[config.mk]
export PLATFORM = sky130hd
export DESIGN_NAME = xfer_info_ctl
export DESIGN_NICKNAME = d
export VERILOG_FILES = /design/src/rtl/xi_pkg.sv /design/src/rtl/xi_parity.sv /design/src/rtl/xi_fifo.sv /design/src/rtl/xfer_info_ctl.sv
export SDC_FILE = /design/constraint.sdc
export NUM_CORES = 1
export LEC_CHECK = 0
export BUFFER_PORTS_ARGS = -buffer_cell sky130_fd_sc_hd__buf_2
export CAP_MARGIN = 20
export CORE_MARGIN = 5
export CORE_UTILIZATION = 35
export DETAILED_ROUTE_END_ITERATION = 6
export PLACE_DENSITY = 0.59
export SLEW_MARGIN = 20
export SYNTH_ARGS = -nofsm -noshare
export SYNTH_HDL_FRONTEND = slang
export SYNTH_SLANG_ARGS = --single-unit
[constraint.sdc]
create_clock -name clk -period 3.2 [get_ports clk]
set_input_delay 0.48 -clock clk [delete_from_list [all_inputs] [get_ports clk]]
set_output_delay 0.48 -clock clk [all_outputs]
set_load 0.05 [all_outputs]
[src/rtl/xi_pkg.sv]
package xi_pkg;
   typedef enum logic [3:0] {
      S_DISC, S_WAIT1, S_IDLE, S_XFER, S_SETUP,
      S_ACK, S_DONE, S_PAUSE, S_PHALT, S_PHELD
   } xi_state_t;

   typedef enum logic [2:0] {
      IRQ_NONE  = 3'd0,
      IRQ_SVC   = 3'd1,
      IRQ_DONE  = 3'd2,
      IRQ_PAUSE = 3'd3,
      IRQ_TERM  = 3'd4,
      IRQ_BFREE = 3'd5
   } xi_irq_t;

   localparam logic [2:0] PH_MSG_IN = 3'b111;
endpackage

[src/rtl/xi_parity.sv]
module xi_parity #(
   parameter int DW  = 8,
   parameter bit ODD = 1'b1
) (
   input  logic [DW-1:0] data,
   output logic          pbit
);
   generate
      if (ODD) begin : g_odd
         assign pbit = ~^data;
      end else begin : g_even
         assign pbit = ^data;
      end
   endgenerate
endmodule

[src/rtl/xi_fifo.sv]
module xi_fifo #(
   parameter int DW    = 8,
   parameter int DEPTH = 4
) (
   input  logic          clk,
   input  logic          rst_n,
   input  logic          clr,
   input  logic          wr,
   input  logic [DW-1:0] wdata,
   input  logic          rd,
   output logic [DW-1:0] rdata,
   output logic          full,
   output logic          empty
);
   localparam int AW = (DEPTH > 1) ? $clog2(DEPTH) : 1;

   generate
      if (DEPTH < 2 || (DEPTH & (DEPTH - 1)) != 0) begin : g_bad_depth
         $error("xi_fifo: DEPTH must be a power of two, at least 2");
      end
   endgenerate

   logic [DW-1:0] mem [DEPTH];
   logic [AW:0]   wp, rp;

   assign empty = (wp == rp);
   assign full  = (wp[AW] != rp[AW]) && (wp[AW-1:0] == rp[AW-1:0]);
   assign rdata = mem[rp[AW-1:0]];

   always_ff @(posedge clk or negedge rst_n) begin
      if (!rst_n) begin
         wp <= '0;
         rp <= '0;
      end else if (clr) begin
         wp <= '0;
         rp <= '0;
      end else begin
         if (wr) wp <= wp + 1'b1;
         if (rd) rp <= rp + 1'b1;
      end
   end

   always_ff @(posedge clk) begin
      if (wr && !clr) mem[wp[AW-1:0]] <= wdata;
   end

   AST_FIFO_NO_OVERFLOW: assert property (@(posedge clk) disable iff (!rst_n)
      !(wr && full));
   AST_FIFO_NO_UNDERFLOW: assert property (@(posedge clk) disable iff (!rst_n)
      !(rd && empty));
endmodule

[src/rtl/xfer_info_ctl.sv]
module xfer_info_ctl #(
   parameter int DW      = 8,
   parameter int DEPTH   = 4,
   parameter int CNT_W   = 16,
   parameter bit PAR_ODD = 1'b1
) (
   input  logic             clk,
   input  logic             rst_n,
   input  logic             conn_i,
   input  logic             cmd_go,
   input  logic             cmd_single,
   input  logic             cmd_disc,
   input  logic             ack_rel,
   input  logic             halt_par_en,
   input  logic             host_atn,
   input  logic             cnt_ld,
   input  logic [CNT_W-1:0] cnt_in,
   output logic [CNT_W-1:0] cnt_out,
   input  logic             h_wr,
   input  logic [DW-1:0]    h_wdata,
   input  logic             h_rd,
   output logic [DW-1:0]    h_rdata,
   output logic             dbr,
   output logic             par_err,
   output logic             irq_v,
   output logic [2:0]       irq_code,
   output logic             connected,
   input  logic             req_i,
   input  logic             bsy_i,
   input  logic             cd_i,
   input  logic             msg_i,
   input  logic             io_i,
   input  logic [DW-1:0]    db_i,
   input  logic             dbp_i,
   output logic             ack_o,
   output logic             atn_o,
   output logic [DW-1:0]    db_o,
   output logic             dbp_o,
   output logic             db_oe
);
   import xi_pkg::*;

   localparam logic [CNT_W-1:0] CNT_ONE = CNT_W'(1);

   generate
      if (CNT_W < 2 || DW < 1) begin : g_bad_width
         $error("xfer_info_ctl: CNT_W must be at least 2 and DW at least 1");
      end
   endgenerate

   xi_state_t        st;
   logic [2:0]       ph_q;
   logic [CNT_W-1:0] cnt;
   logic             ack_q, oe_q, perr_q, irq_q, atn_q;
   xi_irq_t          irq_c;
   logic [DW-1:0]    dout_q;
   logic             pout_q;

   logic [2:0]    ph_bus;
   logic          dir_in, ph_ok, abort;
   logic          f_full, f_empty, f_wr, f_rd, bus_push, bus_pop;
   logic [DW-1:0] f_wd, f_rdata;
   logic          rx_exp_par, rx_bad, tx_par;

   assign ph_bus = {cd_i, msg_i, io_i};
   assign dir_in = ph_q[0];
   assign ph_ok  = (ph_bus == ph_q);
   assign abort  = cmd_disc || !bsy_i;

   xi_parity #(.DW(DW), .ODD(PAR_ODD)) u_rx_par (.data(db_i),    .pbit(rx_exp_par));
   xi_parity #(.DW(DW), .ODD(PAR_ODD)) u_tx_par (.data(f_rdata), .pbit(tx_par));
   assign rx_bad = (rx_exp_par != dbp_i);

   assign bus_push = (st == S_XFER) && req_i && ph_ok && dir_in && !f_full &&
                     !(rx_bad && halt_par_en) && !abort;
   assign bus_pop  = (st == S_XFER) && req_i && ph_ok && !dir_in && !f_empty && !abort;

   assign f_wr = dir_in ? bus_push : (h_wr && !f_full);
   assign f_wd = dir_in ? db_i : h_wdata;
   assign f_rd = dir_in ? (h_rd && !f_empty) : bus_pop;

   xi_fifo #(.DW(DW), .DEPTH(DEPTH)) u_fifo (
      .clk   (clk),
      .rst_n (rst_n),
      .clr   (st == S_DISC),
      .wr    (f_wr),
      .wdata (f_wd),
      .rd    (f_rd),
      .rdata (f_rdata),
      .full  (f_full),
      .empty (f_empty)
   );

   always_ff @(posedge clk or negedge rst_n) begin
      if (!rst_n) begin
         st     <= S_DISC;
         ph_q   <= '0;
         cnt    <= '0;
         ack_q  <= 1'b0;
         oe_q   <= 1'b0;
         dout_q <= '0;
         pout_q <= 1'b0;
         perr_q <= 1'b0;
         irq_q  <= 1'b0;
         irq_c  <= IRQ_NONE;
         atn_q  <= 1'b0;
      end else begin
         irq_q <= 1'b0;
         atn_q <= host_atn && (st != S_DISC);
         if (cnt_ld && (st inside {S_DISC, S_WAIT1, S_IDLE, S_DONE})) cnt <= cnt_in;
         if (st != S_DISC && cmd_disc) begin
            st    <= S_DISC;
            ack_q <= 1'b0;
            oe_q  <= 1'b0;
         end else if (st != S_DISC && !bsy_i) begin
            st    <= S_DISC;
            ack_q <= 1'b0;
            oe_q  <= 1'b0;
            irq_q <= 1'b1;
            irq_c <= IRQ_BFREE;
         end else begin
            unique case (st)
               S_DISC: if (conn_i) st <= S_WAIT1;
               S_WAIT1: if (req_i) begin
                  st    <= S_IDLE;
                  ph_q  <= ph_bus;
                  irq_q <= 1'b1;
                  irq_c <= IRQ_SVC;
               end
               S_IDLE: if (cmd_go) begin
                  st     <= S_XFER;
                  ph_q   <= ph_bus;
                  perr_q <= 1'b0;
                  if (cmd_single) cnt <= CNT_ONE;
               end
               S_XFER: if (req_i) begin
                  if (!ph_ok) begin
                     st    <= S_IDLE;
                     ph_q  <= ph_bus;
                     irq_q <= 1'b1;
                     irq_c <= IRQ_TERM;
                  end else if (dir_in) begin
                     if (!f_full) begin
                        if (rx_bad) perr_q <= 1'b1;
                        ack_q <= 1'b1;
                        st    <= (rx_bad && halt_par_en) ? S_PHALT : S_ACK;
                     end
                  end else if (!f_empty) begin
                     dout_q <= f_rdata;
                     pout_q <= tx_par;
                     oe_q   <= 1'b1;
                     st     <= S_SETUP;
                  end
               end
               S_SETUP: begin
                  ack_q <= 1'b1;
                  st    <= S_ACK;
               end
               S_ACK: if (!req_i) begin
                  cnt <= cnt - 1'b1;
                  if (cnt == CNT_ONE && ph_q == PH_MSG_IN) begin
                     st    <= S_PAUSE;
                     irq_q <= 1'b1;
                     irq_c <= IRQ_PAUSE;
                  end else begin
                     ack_q <= 1'b0;
                     oe_q  <= 1'b0;
                     st    <= (cnt == CNT_ONE) ? S_DONE : S_XFER;
                  end
               end
               S_DONE: if (req_i) begin
                  st    <= S_IDLE;
                  ph_q  <= ph_bus;
                  irq_q <= 1'b1;
                  irq_c <= IRQ_DONE;
               end
               S_PAUSE, S_PHELD: if (ack_rel) begin
                  ack_q <= 1'b0;
                  st    <= S_WAIT1;
               end
               S_PHALT: if (f_empty) begin
                  st    <= S_PHELD;
                  irq_q <= 1'b1;
                  irq_c <= IRQ_TERM;
               end
               default: st <= S_DISC;
            endcase
         end
      end
   end

   assign cnt_out   = cnt;
   assign h_rdata   = f_rdata;
   assign dbr       = dir_in ? !f_empty : !f_full;
   assign par_err   = perr_q;
   assign irq_v     = irq_q;
   assign irq_code  = irq_c;
   assign connected = (st != S_DISC);
   assign ack_o     = ack_q;
   assign atn_o     = atn_q;
   assign db_o      = dout_q;
   assign dbp_o     = pout_q;
   assign db_oe     = oe_q;

   AST_DATA_BEFORE_ACK: assert property (@(posedge clk) disable iff (!rst_n)
      ($rose(ack_o) && !dir_in) |-> (db_oe && $past(db_oe)));
   AST_PAUSE_HOLDS_ACK: assert property (@(posedge clk) disable iff (!rst_n)
      (irq_v && irq_code == IRQ_PAUSE) |-> ack_o);
   AST_PAUSE_UNTIL_REL: assert property (@(posedge clk) disable iff (!rst_n)
      (st == S_PAUSE && !ack_rel && !abort) |=> ack_o);
   AST_HALT_KEEPS_ACK: assert property (@(posedge clk) disable iff (!rst_n)
      (st == S_PHALT && !abort) |=> ack_o);
   AST_DISC_NO_IRQ: assert property (@(posedge clk) disable iff (!rst_n)
      (cmd_disc && st != S_DISC) |=> (!irq_v && !connected));
   AST_DONE_AFTER_REQ: assert property (@(posedge clk) disable iff (!rst_n)
      (irq_v && irq_code == IRQ_DONE) |-> ($past(req_i) && $past(cnt_out) == '0));
   AST_FULL_HOLDS_ACK: assert property (@(posedge clk) disable iff (!rst_n)
      (st == S_XFER && dir_in && f_full) |=> !ack_o);
endmodule

* Word level (Yosys, flattened, before mapping)
Memories as Yosys holds them, arrays and structs flattened.
Cells that the tools add are included.
** Operators by class
- Reduce and logical (&&, ||, !) cells :: 48
- Equal/unequal tests :: 46
- $add $sub $neg :: 3
- Bitwise gates (word level) :: 4
- Multiplexer cells :: 81
** Operators with widths (count)
- 16-bit 2-to-1 mux :: 6
- 4-bit 2-to-1 mux :: 14
- 3-bit 2-to-1 mux :: 18
- 1-bit 2-to-1 mux :: 34
- 16-bit case mux with 2 select lines :: 1
- 4-bit case mux with 8 select lines :: 1
- 4-bit by 2-bit != test with 1-bit output, second input constant :: 7
- 9-bit AND reduction :: 3
- 7-bit AND reduction :: 3
- 4-bit != test, second input constant :: 5
- 1-bit logical AND :: 19
- 16-bit by 1-bit == test with 1-bit output, second input constant :: 1
- 4-bit by 3-bit == test with 1-bit output, second input constant :: 4
- 8-bit XNOR reduction :: 2
- 16-bit by 1-bit subtractor with 16-bit output, second input constant :: 1
- 3-bit case mux with 5 select lines :: 1
- 2-bit != test, second input constant :: 7
- 3-bit by 2-bit != test with 1-bit output, second input constant :: 4
- 6-bit by 4-bit != test with 1-bit output, second input constant :: 2
- 4-bit nonzero test :: 3
- 6-bit nonzero test :: 2
- 3-bit != test, second input constant :: 3
- 3-bit case mux with 3 select lines :: 1
- 4-bit by 2-bit == test with 1-bit output, second input constant :: 2
- 20 further kinds :: 38
** Word-level totals
- Output and inout port bits :: 43
- RAM bits :: 32
- Register bits after elaboration :: 46
- Bits of input ports :: 50
- Word-level logic and storage cells :: 196
- Memories kept :: 1
** Memory list
- u_fifo.mem :: depth 4, bits a word 8, read ports 1, clocked after memory_dff 0, wr ports 1, line xi_fifo.sv:23 : logic [DW-1:0] mem [DEPTH];

* Depth between registers and ports, before layout
- Word-level depth :: 11
- Mapped depth :: 8

* Cells and area by module
A second synthesis with hierarchy kept.
** Unflattened totals
- Cells, all modules :: 400
- Area total of the unflattened synthesis :: 4614.4 µm²
** Modules (own cells, without submodules)
- xfer_info_ctl :: instances 1, area an instance 2946.6 µm², sequential area each 1001.0 µm², cells an instance 307
- xi_fifo :: instances 1, area an instance 1545.2 µm², sequential area each 1111.1 µm², cells an instance 79
- xi_parity :: instances 2, area an instance 61.3 µm², sequential area each 0.0 µm², cells an instance 7

* Worst setup path after synthesis
Ideal clock, no wire load.
- Path kind :: input to register
- Start point :: in db_i[5]
- End point :: mem u_fifo.mem[3][0] (enable)
- Setup slack :: 0.463 ns
- Stages :: 5
- Arrival :: 2.354 ns
- Cell sequence :: xor2_1 > xnor3_1 > mux2i_1 > o41a_1 > nor3_1
** Between the ends
- Word-level cells in the longest chain between the ends :: 10
** Ends and longest elaborated chain
- start: declaration :: line xfer_info_ctl.sv:33 : input logic [DW-1:0] db_i,
- 8-bit XNOR reduction :: line xi_parity.sv:10 : assign pbit = ~^data;
- 1-bit != test :: line xfer_info_ctl.sv:72 : assign rx_bad = (rx_exp_par != dbp_i);
- 1-bit logical AND :: line xfer_info_ctl.sv:75 : !(rx_bad && halt_par_en) && !abort;
- 1-bit logical NOT :: line xfer_info_ctl.sv:75
- 1-bit logical AND :: line xfer_info_ctl.sv:74 : assign bus_push = (st == S_XFER) && req_i && ph_ok && dir_in && !f_full &&
- 1-bit logical AND :: line xfer_info_ctl.sv:75
- 1-bit 2-to-1 mux :: line xfer_info_ctl.sv:78 : assign f_wr = dir_in ? bus_push : (h_wr && !f_full);
- 1-bit logical AND :: line xi_fifo.sv:44 : if (wr && !clr) mem[wp[AW-1:0]] <= wdata;
- 1-bit 2-to-1 mux :: line xi_fifo.sv:44
- 1-bit 2-to-1 mux (implied by the code) :: line xi_fifo.sv:44
- end: declaration :: line xi_fifo.sv:23
No other way between the ends.

* Final worst setup path
- Start point :: reg st[1]
- End point :: reg cnt[6], in the netlist cnt_out[6]
** Between the ends
- Word-level cells in the longest chain between the ends :: 9
** Ends and longest elaborated chain
- start: declaration :: line xfer_info_ctl.sv:51 : xi_state_t st;
- start signal: assignment :: line xfer_info_ctl.sv:146 : st <= (rx_bad && halt_par_en) ? S_PHALT : S_ACK;
- start signal: assignment :: line xfer_info_ctl.sv:168 : st <= (cnt == CNT_ONE) ? S_DONE : S_XFER;
- 4-bit by 1-bit == test with 1-bit output, or another cell as far along :: line xfer_info_ctl.sv:110 : if (cnt_ld && (st inside {S_DISC, S_WAIT1, S_IDLE, S_DONE})) cnt <= cnt_in;
- 4-bit nonzero test :: line xfer_info_ctl.sv:110
- 1-bit logical AND :: line xfer_info_ctl.sv:110
- 16-bit 2-to-1 mux :: line xfer_info_ctl.sv:110
- 16-bit 2-to-1 mux :: line xfer_info_ctl.sv:134 : if (cmd_single) cnt <= CNT_ONE;
- 16-bit 2-to-1 mux :: line xfer_info_ctl.sv:130 : S_IDLE: if (cmd_go) begin
- 16-bit case mux with 2 select lines :: line xfer_info_ctl.sv:122 : unique case (st)
- 16-bit 2-to-1 mux :: line xfer_info_ctl.sv:115 : end else if (st != S_DISC && !bsy_i) begin
- 16-bit 2-to-1 mux * :: line xfer_info_ctl.sv:111 : if (st != S_DISC && cmd_disc) begin
- end signal: assignment :: line xfer_info_ctl.sv:110
- end signal: assignment :: line xfer_info_ctl.sv:160 : cnt <= cnt - 1'b1;
- end: declaration :: line xfer_info_ctl.sv:53 : logic [CNT_W-1:0] cnt;
Every way passes the cells marked *; elsewhere a longest branch is shown, timed or not.
A chain may end at the register's enable or synchronous reset.

==> impl_metrics.py <==
metrics = {
    "global_route": {
        "antenna_found_initial": 0,
        "grt_pass1_wl_mm": 18.6,
        "grt.overflow.total": 0,
        "grt_max_degree": 33,
        "grt_pass1_vias": 3474,
        "grt_use_total_pct": 16.1,
    },
    "critical_path": {
        "critPathArrivalTime_ns": 2.98,
        "required_ns": 3.42,
        "endpoint_kind": "flip-flop",
        "crit_family": "simple AND/OR/NAND/NOR gates",
        "critical_path.startpoint_type": "flip-flop",
        "path_cells": "buf_4 -> nor4_1 -> buf_4 -> o21ai_0 -> nand4bb_1 -> nand2_1 -> o21ai_0 -> a221o_1",
        "crit_type": "reg -> reg",
        "critPathBufInv": 2,
        "slowest_stage": "nor4_1",
        "cp_max_fo": 24,
        "max_stage_delay_ns": 0.47,
    },
    "timing": {
        "whs_ns": 0.200,
        "rsz0062_at_grt": "false",
        "fin_tns_setup_ns": 0,
        "relSlewSlack_pct": 37.6,
        "timing.final.crit_period_ns": 2.75,
        "worst_pin_slew_ns": 0.924,
        "setup_viol": 0,
        "fin_worst_skew_ns": 0.00566,
        "drv_slew": 0,
        "finalCritPeriodShare_pct": 86.0,
        "fmax_mhz": 363,
        "hold_violations": 0,
    },
    "flow_run": {
        "drv_cap": 0,
    },
    "yosys": {
        "syn_nets": 464,
        "seq_area_frac_synth_pct": 47.5,
        "synth_area_per_cell_um2": 10.9,
        "netlist_instances": 407,
        "yosysUniqueCellTypes": 59,
        "async_flop_share_pct": 59.0,
        "ys_seq_elements": 78,
        "ys.flop_type": "dfrtp_1",
        "syn_area_um2": 4440,
        "synth_enable_flop_cells": 32,
        "ys.warnings.count": 0,
    },
    "clock_network": {
        "insertion_delay_ns": 0.34,
        "clock-sinks": 78,
        "cts_max_path_buffers": 2,
        "cts_tree": "yes",
        "cts_hold_buf": 0,
        "postCtsSetupBuffers": 0,
        "ctsResizeCount": 0,
        "cts_root_buffer": "clkbuf_16",
        "h-tree-depth": 3,
        "clk_pin_slew_ns": 0.06,
        "cts_buffers": 9,
    },
    "min_path": {
        "hold_path_class": "in -> async",
    },
    "detailed_routing": {
        "vias": 3593,
        "via_per_inst": 5.27,
        "drtPass1Iterations": 5,
        "wl_per_cell_um": 17.0,
        "drt-initial-drc-count": 303,
        "antenna_left": 0,
        "drc": 0,
        "wl_mm": 11.6,
    },
    "power_and_ir_drop": {
        "powerDensity_nw_per_um2": 889,
        "total_leakage_power_uw": 0.00230,
        "peakVddDrop_v": 0.000443,
    },
    "floorplan": {
        "row_count": 41,
        "initial_utilization_pct": 35.5,
        "die_area_um2": 15000,
        "coreArea_um2": 12500,
        "die_w_um": 123,
        "ios": 93,
        "fp.dieH_um": 123,
    },
    "place": {
        "io_buffers": 92,
        "gp_congestion": 0.916,
        "dp_hpwl_mm": 8.67,
        "dp.cells": 667,
    },
    "final_layout": {
        "nFillCells": 1257,
        "drive_above_1_share_pct": 31.4,
        "stdcell_count": 682,
        "multi_input_area_um2": 2190,
        "final_util_pct": 43.6,
        "fin_nets": 563,
        "regArea_um2": 2110,
        "n_antenna_cell": 0,
        "layout-area-overhead-vs-synth_pct": 22.7,
    },
    "run_status": {
        "run_status": "finished clean",
    },
}
## registers in the layout, indices dropped and copies added, names as in the netlist
name        cells
irq_code        3
u_fifo.rp       3
irq_v           1
atn_o           1
ack_o           1
db_o            8
par_err         1
db_oe           1
dbp_o           1
u_fifo.mem     32
ph_q            3
u_fifo.wp       3
st              4
cnt_out        16
## cell type report
class,count,share of cell area (%)
clock buffer,9,4.13
clock inverter,6,1.58
inverter,11,0.757
multi-input combinational,298,40.2
sequential,78,38.7
tap,172,3.95
timing repair buffer,108,10.6
## path summary, 6_finish.rpt
check,slack [ns],endpoint,startpoint,cells after the start
min in group clk,0.37,cnt_out[8],cnt_in[8],2
max reg2reg,0.45,cnt_out[6],st[1],8
max in group asynchronous,2.24,u_fifo.wp[1],rst_n,2
min reg2reg,0.47,dbp_o,dbp_o,2
min,0.20,dbp_o,rst_n,1
max,0.45,cnt_out[6],st[1],8
## per-layer routing
metal / up-vias / global-route usage [%] / wire (um)
met5: - / 0 / 0
met4: 0 / 5.88 / 190
met3: 17 / 4.01 / 777
met2: 125 / 25.3 / 5470
met1: 1729 / 21.5 / 5190
li1: 1722 / - / -
## synth_stat cells, types with 5 or more instances
master	count	area, um^2
a21oi_1	10	50.1
a221o_1	15	150
a31oi_1	5	31.3
and2_1	5	31.3
buf_2	6	30.0
clkbuf_1	10	37.5
dfrtp_1	46	1150
edfxtp_1	32	961
ha_1	7	87.6
inv_1	11	41.3
mux2_2	24	270
mux2i_1	6	60.1
mux4_2	8	180
nand2_1	35	131
nand2b_1	10	62.6
nand3_1	9	45.0
nor2_1	29	109
nor2b_1	9	56.3
nor3_1	15	75.1
nor4_1	10	62.6
o21ai_0	32	160
xnor2_1	11	96.3
xor2_1	10	87.6
## cells by family after synthesis
group	after synthesis	share of synthesized area, %
AO/OA/AOI/OAI	86	13.3
XOR/XNOR	23	5.15
adder cells (fa/ha/maj)	7	1.97
buffers and inverters	31	3.13
flip-flops	78	47.5
multiplexers	38	11.5
AND/OR/NAND/NOR	144	17.4
## through the flow
step / setup WS, ns / total power (uW) / instance area, um^2
5_1_grt: 0.171 / 5120 / 5450
4_1_cts: 0.476 / 4890 / 5450
2_1_floorplan: 0.463 / 3190 / 4440
3_5_place_dp: 0.290 / 3770 / 5140
6_report: 0.447 / 4850 / 5450
3_3_place_gp: 0.341 / 3760 / 5140
## worst register-to-register path, cell delays in order (launching register included)
cell and delay, ns:
dfrtp_1 0.41, buf_4 0.23, nor4_1 0.48, buf_4 0.22
o21ai_0 0.16, nand4bb_1 0.29, nand2_1 0.37, o21ai_0 0.17
a221o_1 0.33
## layout by cell type (no fill, tap or decap), types with 4 or more instances in the layout
master / n
nor3_1: 15
o31ai_1: 4
mux2_2: 24
xor2_1: 10
mux4_2: 8
buf_4: 16
nor4_1: 10
nand2b_1: 10
nand3_1: 9
nor2b_1: 9
nor2_1: 29
a21oi_1: 10
dfrtp_1: 46
o21ai_0: 32
edfxtp_1: 32
inv_1: 11
a31oi_1: 5
and2_1: 5
mux2i_1: 6
ha_1: 7
a221o_1: 15
xnor2_1: 11
clkbuf_16: 9
nand2_1: 35
buf_2: 92
## where the power goes
group / internal (uW) / switching (uW) / leakage [uW] / total [uW]
clock: 679 / 418 / 0.000153 / 1100
combinational: 780 / 1530 / 0.00126 / 2310
sequential: 1280 / 166 / 0.000881 / 1440
total: 2740 / 2110 / 0.00230 / 4850
Power figures use the tool's default switching activity.
